[config.mk]
export PLATFORM = sky130hd
export DESIGN_NAME = irq_status_regs
export DESIGN_NICKNAME = d
export VERILOG_FILES = /design/src/rtl/irqstat_pkg.sv /design/src/rtl/irqstat_ctrl.sv /design/src/rtl/irqstat_dp.sv /design/src/rtl/irq_status_regs.sv
export SDC_FILE = /design/constraint.sdc
export NUM_CORES = 1
export LEC_CHECK = 0
export BUFFER_PORTS_ARGS = -buffer_cell sky130_fd_sc_hd__buf_2
export CORE_MARGIN = 10
export CORE_UTILIZATION = 45
export CTS_BUF_LIST = sky130_fd_sc_hd__clkbuf_4 sky130_fd_sc_hd__clkbuf_8
export CTS_CLUSTER_SIZE = 24
export DETAILED_ROUTE_END_ITERATION = 7
export GPL_ROUTABILITY_DRIVEN = 0
export GPL_TIMING_DRIVEN = 0
export PLACE_DENSITY = 0.83
export REMOVE_ABC_BUFFERS = 1
export SLEW_MARGIN = 20
export SYNTH_ARGS = -nofsm -noshare
export SYNTH_HDL_FRONTEND = slang
export SYNTH_HIERARCHICAL = 1
export SYNTH_SLANG_ARGS = --single-unit
export TNS_END_PERCENT = 30
[constraint.sdc]
create_clock -name clk -period 1.3 [get_ports clk]
set_clock_uncertainty 0.15 [all_clocks]
set_input_delay 0.13 -clock clk [delete_from_list [all_inputs] [get_ports clk]]
set_output_delay 0.13 -clock clk [all_outputs]
set_load 0.02 [all_outputs]
[src/rtl/irqstat_pkg.sv]
package irqstat_pkg;
  typedef struct packed {
    logic clrOnRead;  // destructive read of the cause register
    logic irqUp;
    logic irqDown;
    logic tcDrop;
  } irqStrobes_t;
endpackage

[src/rtl/irqstat_ctrl.sv]
module irqstat_ctrl #(
  parameter int ADDR_W   = 4,
  parameter int INTR_OFS = 5
) (
  input  logic              rdEn,
  input  logic [ADDR_W-1:0] rdAddr,
  input  logic              irqRaise,
  input  logic              irqLower,
  input  logic              tcSet,
  input  logic              tcClr,
  output irqstat_pkg::irqStrobes_t strobes
);
  logic rdCause;
  assign rdCause = rdEn && (rdAddr == ADDR_W'(INTR_OFS));

  always_comb begin
    strobes.clrOnRead = rdCause;
    strobes.irqUp     = irqRaise;
    // a set request always beats a clear
    strobes.irqDown   = (irqLower || rdCause) && !irqRaise;
    strobes.tcDrop    = (tcClr || rdCause) && !tcSet;
  end
endmodule

[src/rtl/irqstat_dp.sv]
module irqstat_dp #(
  parameter int DATA_W    = 8,
  parameter int ADDR_W    = 4,
  parameter int STAT_OFS  = 4,
  parameter int INTR_OFS  = 5,
  parameter int SEQ_OFS   = 6,
  parameter int REV_OFS   = 14,
  parameter int REV_CODE  = 4,
  parameter int SEQ_RD    = 4,
  parameter int INTR_MASK = 8'hB8
) (
  input  logic              clk,
  input  logic              rst_n,
  input  irqstat_pkg::irqStrobes_t strobes,
  input  logic              phaseWe,
  input  logic [2:0]        phaseIn,
  input  logic              tcSet,
  input  logic              peSet,
  input  logic              geSet,
  input  logic [DATA_W-1:0] intrSet,
  input  logic              seqWe,
  input  logic [2:0]        seqIn,
  input  logic [ADDR_W-1:0] rdAddr,
  output logic [DATA_W-1:0] rdData,
  output logic              irq
);
  localparam logic [DATA_W-1:0] MASK = DATA_W'(INTR_MASK);

  logic [2:0]        phaseQ;
  logic              tcQ, peQ, geQ, irqQ;
  logic [DATA_W-1:0] intrQ;
  logic [2:0]        seqQ;
  logic [DATA_W-1:0] statusByte;

  always_ff @(posedge clk or negedge rst_n) begin
    if (!rst_n) begin
      phaseQ <= '0; tcQ <= 1'b0; peQ <= 1'b0; geQ <= 1'b0;
      irqQ <= 1'b0; intrQ <= '0; seqQ <= '0;
    end else begin
      if (phaseWe) phaseQ <= phaseIn;
      if (tcSet) tcQ <= 1'b1;
      else if (strobes.tcDrop) tcQ <= 1'b0;
      if (peSet) peQ <= 1'b1;
      if (geSet) geQ <= 1'b1;
      if (strobes.irqUp) irqQ <= 1'b1;
      else if (strobes.irqDown) irqQ <= 1'b0;
      intrQ <= (strobes.clrOnRead ? '0 : intrQ) | (intrSet & MASK);
      if (seqWe) seqQ <= seqIn;
      else if (strobes.clrOnRead) seqQ <= 3'(SEQ_RD);
    end
  end

  assign statusByte = DATA_W'({irqQ, geQ, peQ, tcQ, 1'b0, phaseQ});
  assign irq = irqQ;

  always_comb begin
    if (rdAddr == ADDR_W'(STAT_OFS))      rdData = statusByte;
    else if (rdAddr == ADDR_W'(INTR_OFS)) rdData = intrQ;
    else if (rdAddr == ADDR_W'(SEQ_OFS))  rdData = DATA_W'(seqQ);
    else if (rdAddr == ADDR_W'(REV_OFS))  rdData = DATA_W'(REV_CODE);
    else                                  rdData = '0;
  end

  // destructive read empties the cause register when nothing new arrives
  a_r6_cause_cleared: assert property (@(posedge clk) disable iff (!rst_n)
    (strobes.clrOnRead && intrSet == '0) |=> intrQ == '0);
  // sequence step forced after the read unless reloaded
  a_r6_seq_forced: assert property (@(posedge clk) disable iff (!rst_n)
    (strobes.clrOnRead && !seqWe) |=> seqQ == 3'(SEQ_RD));
  // a raise collides with the read and still wins
  a_r7_raise_wins: assert property (@(posedge clk) disable iff (!rst_n)
    (strobes.clrOnRead && strobes.irqUp) |=> irq);
  // a new cause bit survives a simultaneous read
  a_r7_cause_kept: assert property (@(posedge clk) disable iff (!rst_n)
    strobes.clrOnRead |=> ((intrQ & $past(intrSet & MASK)) == $past(intrSet & MASK)));
  // terminal count set request always lands
  a_r3_tc_set: assert property (@(posedge clk) disable iff (!rst_n)
    tcSet |=> statusByte[4]);
  // no strobes, no cause change
  a_r8_no_side_effect: assert property (@(posedge clk) disable iff (!rst_n)
    (!strobes.clrOnRead && intrSet == '0) |=> $stable(intrQ));
  // bits outside the mask never appear
  a_r4_mask_only: assert property (@(posedge clk) disable iff (!rst_n)
    (intrQ & ~MASK) == '0);
endmodule

[src/rtl/irq_status_regs.sv]
module irq_status_regs #(
  parameter int DATA_W    = 8,
  parameter int ADDR_W    = 4,
  parameter int REV_CODE  = 4,
  parameter int INTR_MASK = 8'hB8
) (
  input  logic              clk,
  input  logic              rst_n,
  input  logic              phaseWe,
  input  logic [2:0]        phaseIn,
  input  logic              tcSet,
  input  logic              tcClr,
  input  logic              peSet,
  input  logic              geSet,
  input  logic [DATA_W-1:0] intrSet,
  input  logic              seqWe,
  input  logic [2:0]        seqIn,
  input  logic              irqRaise,
  input  logic              irqLower,
  input  logic              rdEn,
  input  logic [ADDR_W-1:0] rdAddr,
  output logic [DATA_W-1:0] rdData,
  output logic              irq
);
  localparam int INTR_OFS = 5;

  irqstat_pkg::irqStrobes_t strobes;

  irqstat_ctrl #(.ADDR_W(ADDR_W), .INTR_OFS(INTR_OFS)) ctrl_i (
    .rdEn(rdEn), .rdAddr(rdAddr), .irqRaise(irqRaise), .irqLower(irqLower),
    .tcSet(tcSet), .tcClr(tcClr), .strobes(strobes)
  );

  irqstat_dp #(.DATA_W(DATA_W), .ADDR_W(ADDR_W), .INTR_OFS(INTR_OFS),
               .REV_CODE(REV_CODE), .INTR_MASK(INTR_MASK)) dp_i (
    .clk(clk), .rst_n(rst_n), .strobes(strobes),
    .phaseWe(phaseWe), .phaseIn(phaseIn), .tcSet(tcSet), .peSet(peSet),
    .geSet(geSet), .intrSet(intrSet), .seqWe(seqWe), .seqIn(seqIn),
    .rdAddr(rdAddr), .rdData(rdData), .irq(irq)
  );
endmodule

==> qor.csv <==
stage;metric;value;unit
status;run status;complete, but fails checks;
status;failing checks;setup timing;
cells_and_area;ant diodes;0;
setup_path;worst r2r path cells;1;
setup_path;CP Launch Type;register;
sta;crit path time final;1.57;ns
hold_path;type of the worst min-delay path;input pin to register;
grt;gr busiest metal;met2;
setup_path;Critical Path AT;1.29;ns
synthesis;synth warn;6;
floorplan;Die ar.;3540;um^2
cells_and_area;post-route cell area;1090;um^2
pwr;Worst IR Drop VDD;0.649;mV
placed_design;DP HPWL;1410;um
synthesis;Mapped Cells;67;
grt;grt ovf;0;
sta;Setup WS post-layout;-0.270;ns
pwr;Sw Ratio;24.7;%
clock_network;Post-CTS Setup Inserts;0;
grt;vias in the first global route;742;
pwr;PD cells;828;nW/um^2
setup_path;Critical Path Sink Type;primary output;
setup_path;Crit path max-delay family;simple AND/OR/NAND/NOR gates;
sta;Max Clk Rate;637;MHz
grt;initial antenna violation count;0;
setup_path;crit path to;rdData[2];
synthesis;Seq/Total Area, Yosys;49.9;%
cells_and_area;fin cells;133;
detailed_routing;Routed Antenna Nets;0;
setup_path;Worst Setup SP;dp_i/phaseQ[2];
synthesis;Synth top area share;49.9;%
cells_and_area;fillers;100;
cells_and_area;share of cells above drive strength 1;39.3;%
cells_and_area;Area Growth Syn to Fin;55.1;%
floorplan;Core Box Area;1490;um^2
clock_network;maximum clock insertion buffer count;2;
synthesis;Mean Syn Cell Area;10.5;um^2
pwr;Logic pwr share;21.8;%
grt;largest net degree at the start of global routing;15;
placed_design;placed cell count;113;
sta;final setup fails;3;
clock_network;Num CTS Buffers;3;
synthesis;synth cell count leaders;dfrtp_1, nor2_1, a21o_1;
sta;Least-Margin Pin Slew;0.304;ns
cells_and_area;multi-input logic area;324;um^2
detailed_routing;post-DR vias/cell;4.95;
pwr;Pwr Total;0.901;mW
placed_design;Placement Cell Area;867;um^2
grt;grt met2 use;22.3;%
setup_path;WP data required;1.02;ns
setup_path;kind of critical path;register to primary output;
floorplan;Initial Util;47.1;%
detailed_routing;drt initial violations;10;
grt;Overall Global Routing Usage;11.9;%
run;max cap viols;0;
detailed_routing;drt total wl;1980;um
sta;unrepaired setup endpoints after global routing;true;
setup_path;worst-path cell with the longest stage delay;or3b_4;
grt;GRT met3 Usage;4.51;%
clock_network;H-tree levels;1;
synthesis;area leader, netlist;dfrtp_1;
setup_path;critical-path cell list;or3b_4 -> a21oi_2 -> buf_6;
cells_and_area;Reg area;350;um^2
floorplan;Die H;59.5;um
pwr;Pleak;0.511;nW
sta;Tcrit/Tclk final;121;%
setup_path;CP max FO;2;
sta;Hold Slack;0.0482;ns
setup_path;Buf/Inv on CP;1;
synthesis;dominant register cell in the synthesized netlist;dfrtp_1;
sta;Max Slew Vio Count;0;
grt;first-pass GRT wire length;3230;um
grt;GR Layer Usage met1;11.0;%
cells_and_area;# nets final;148;
synthesis;cell area after synthesis;702;um^2
sta;Final Hold Fails;0;
pwr;power share of the sequential group;52.6;%
detailed_routing;drt first pass iters;4;
synthesis;EDFF count, synth;0;
pwr;switching power;0.222;mW
setup_path;worst flop-to-flop path startpoint;dp_i/peQ;
placed_design;Port Buffers;33;
clock_network;clock sinks;14;
detailed_routing;number of remaining DRC errors;0;
clock_network;Clk Latency, worst-skew pair;0.27;ns
setup_path;Worst R2R Setup Slack;0.36;ns
setup_path;Worst path max stage delay;0.39;ns
clock_network;CTS tree;yes;
synthesis;Synth Register Bits;14;
clock_network;clock transition at the registers of the reported paths;0.07;ns
synthesis;async set-reset flop share out of synthesis;100;%
floorplan;IO Pins;38;
pwr;cell internal pwr;0.679;mW
synthesis;Netlist cell types;20;
synthesis;Area contributors post-synth;dfrtp_1, mux2i_1, a21o_1;
floorplan;FP Rows;14;
detailed_routing;WL/cell;14.9;um
synthesis;count leader, synth;dfrtp_1;
setup_path;Crit. path cell count;3;
pwr;clock power share;25.5;%
sta;relative slew slack;79.8;%
clock_network;clock root buffer;clkbuf_4;
floorplan;Die X;59.5;um
setup_path;capturing point of the worst reg2reg path;dp_i/peQ;
detailed_routing;routed vias;658;
placed_design;setup slack at placement;-0.292;ns
==> layout by cell type, fill, tap and decap left out, drive strengths merged, types with 2 or more instances in the layout <==
| cell type | synthesis | layout |
|---|---|---|
| mux2i | 5 | 5 |
| o22ai | 2 | 2 |
| or2 | 2 | 2 |
| dfrtp | 14 | 14 |
| o21ai | 4 | 4 |
| clkbuf | 0 | 3 |
| mux2 | 3 | 3 |
| nand2b | 3 | 3 |
| or3b | 5 | 5 |
| nand2 | 4 | 4 |
| buf | 3 | 33 |
| nor3b | 2 | 2 |
| dlygate4sd3 | 0 | 17 |
| inv | 5 | 5 |
| nor2 | 7 | 7 |
| a21o | 6 | 6 |
==> power by group through the flow <==
| stage | combinational (mW) | sequential (mW) | clock, mW |
|---|---|---|---|
| 2_1_floorplan | 0.0692 | 0.481 | 0 |
| 3_3_place_gp | 0.144 | 0.482 | 0 |
| 3_5_place_dp | 0.148 | 0.483 | 0 |
| 4_1_cts | 0.193 | 0.474 | 0.238 |
| 5_1_grt | 0.216 | 0.477 | 0.264 |
| 6_report | 0.197 | 0.474 | 0.230 |
==> timing repair <==
action                                  in CTS  in global routing
hold endpoints to repair                    28                  0
pin swaps                                    2                  0
hold buffers                                17                  0
gates resized for setup                      6                  3
endpoints found under the setup margin       4                 11
==> sequential cells by signal, indices dropped and copies added, names as in the netlist <==
signal and cells:
dp_i/intrQ 4, dp_i/phaseQ 3, dp_i/seqQ 3, dp_i/geQ 1, dp_i/irq 1, dp_i/peQ 1, dp_i/tcQ 1
==> worst min-delay path by stage <==
stage / start / endpoint / slack (ns) / cells past startpoint
global placement: rst_n / dp_i/geQ / -0.11 / 1
CTS: tcSet / dp_i/tcQ / 0.05 / 4
floorplan: rst_n / dp_i/geQ / -0.32 / 0
finish: rdAddr[3] / dp_i/seqQ[2] / 0.05 / 4
detailed placement: rst_n / dp_i/geQ / -0.11 / 1
global route: tcSet / dp_i/tcQ / 0.07 / 4
==> cell families (layout without fill, tap and decap cells) <==
logic type      count (synthesis)  count (layout)  share of synthesized area, %
buf+inv                         8              58                          5.52
simple gates                   24              24                          20.9
flops                          14              14                          49.9
mux                             8               8                          11.9
compound gates                 13              13                          11.8
==> worst min-delay path, stage by stage <==
cell     delay, ns
buf_6         0.09
nor3b_2       0.06
nor2_1        0.07
o21ai_0       0.07
==> metal layers <==
metal  part of all wire (%)  wire length, um  vias to the layer above
met3                    7.2              142                        2
li1                       -                -                      328
met2                     56             1120                       17
met1                     36              712                      311
met4                   0.60               12                        0
met5                      0                0                        -
==> area by class of cell <==
| class | instances | area share, % |
|---|---|---|
| timing repair buffer | 50 | 32.4 |
| sequential | 14 | 32.2 |
| multi-input combinational | 45 | 29.8 |
| inverter | 5 | 1.72 |
| tap | 16 | 1.84 |
| clock buffer | 3 | 2.07 |
==> stage by stage <==
step                      TNS (ns)  util (%)
after floorplan            -0.0819         -
after global placement       -1.28      58.2
after detailed placement     -1.58      58.2
after CTS                   -0.287      72.4
after global routing        -0.632      73.1
final                       -0.276      73.1
Power figures use the tool's default switching activity.
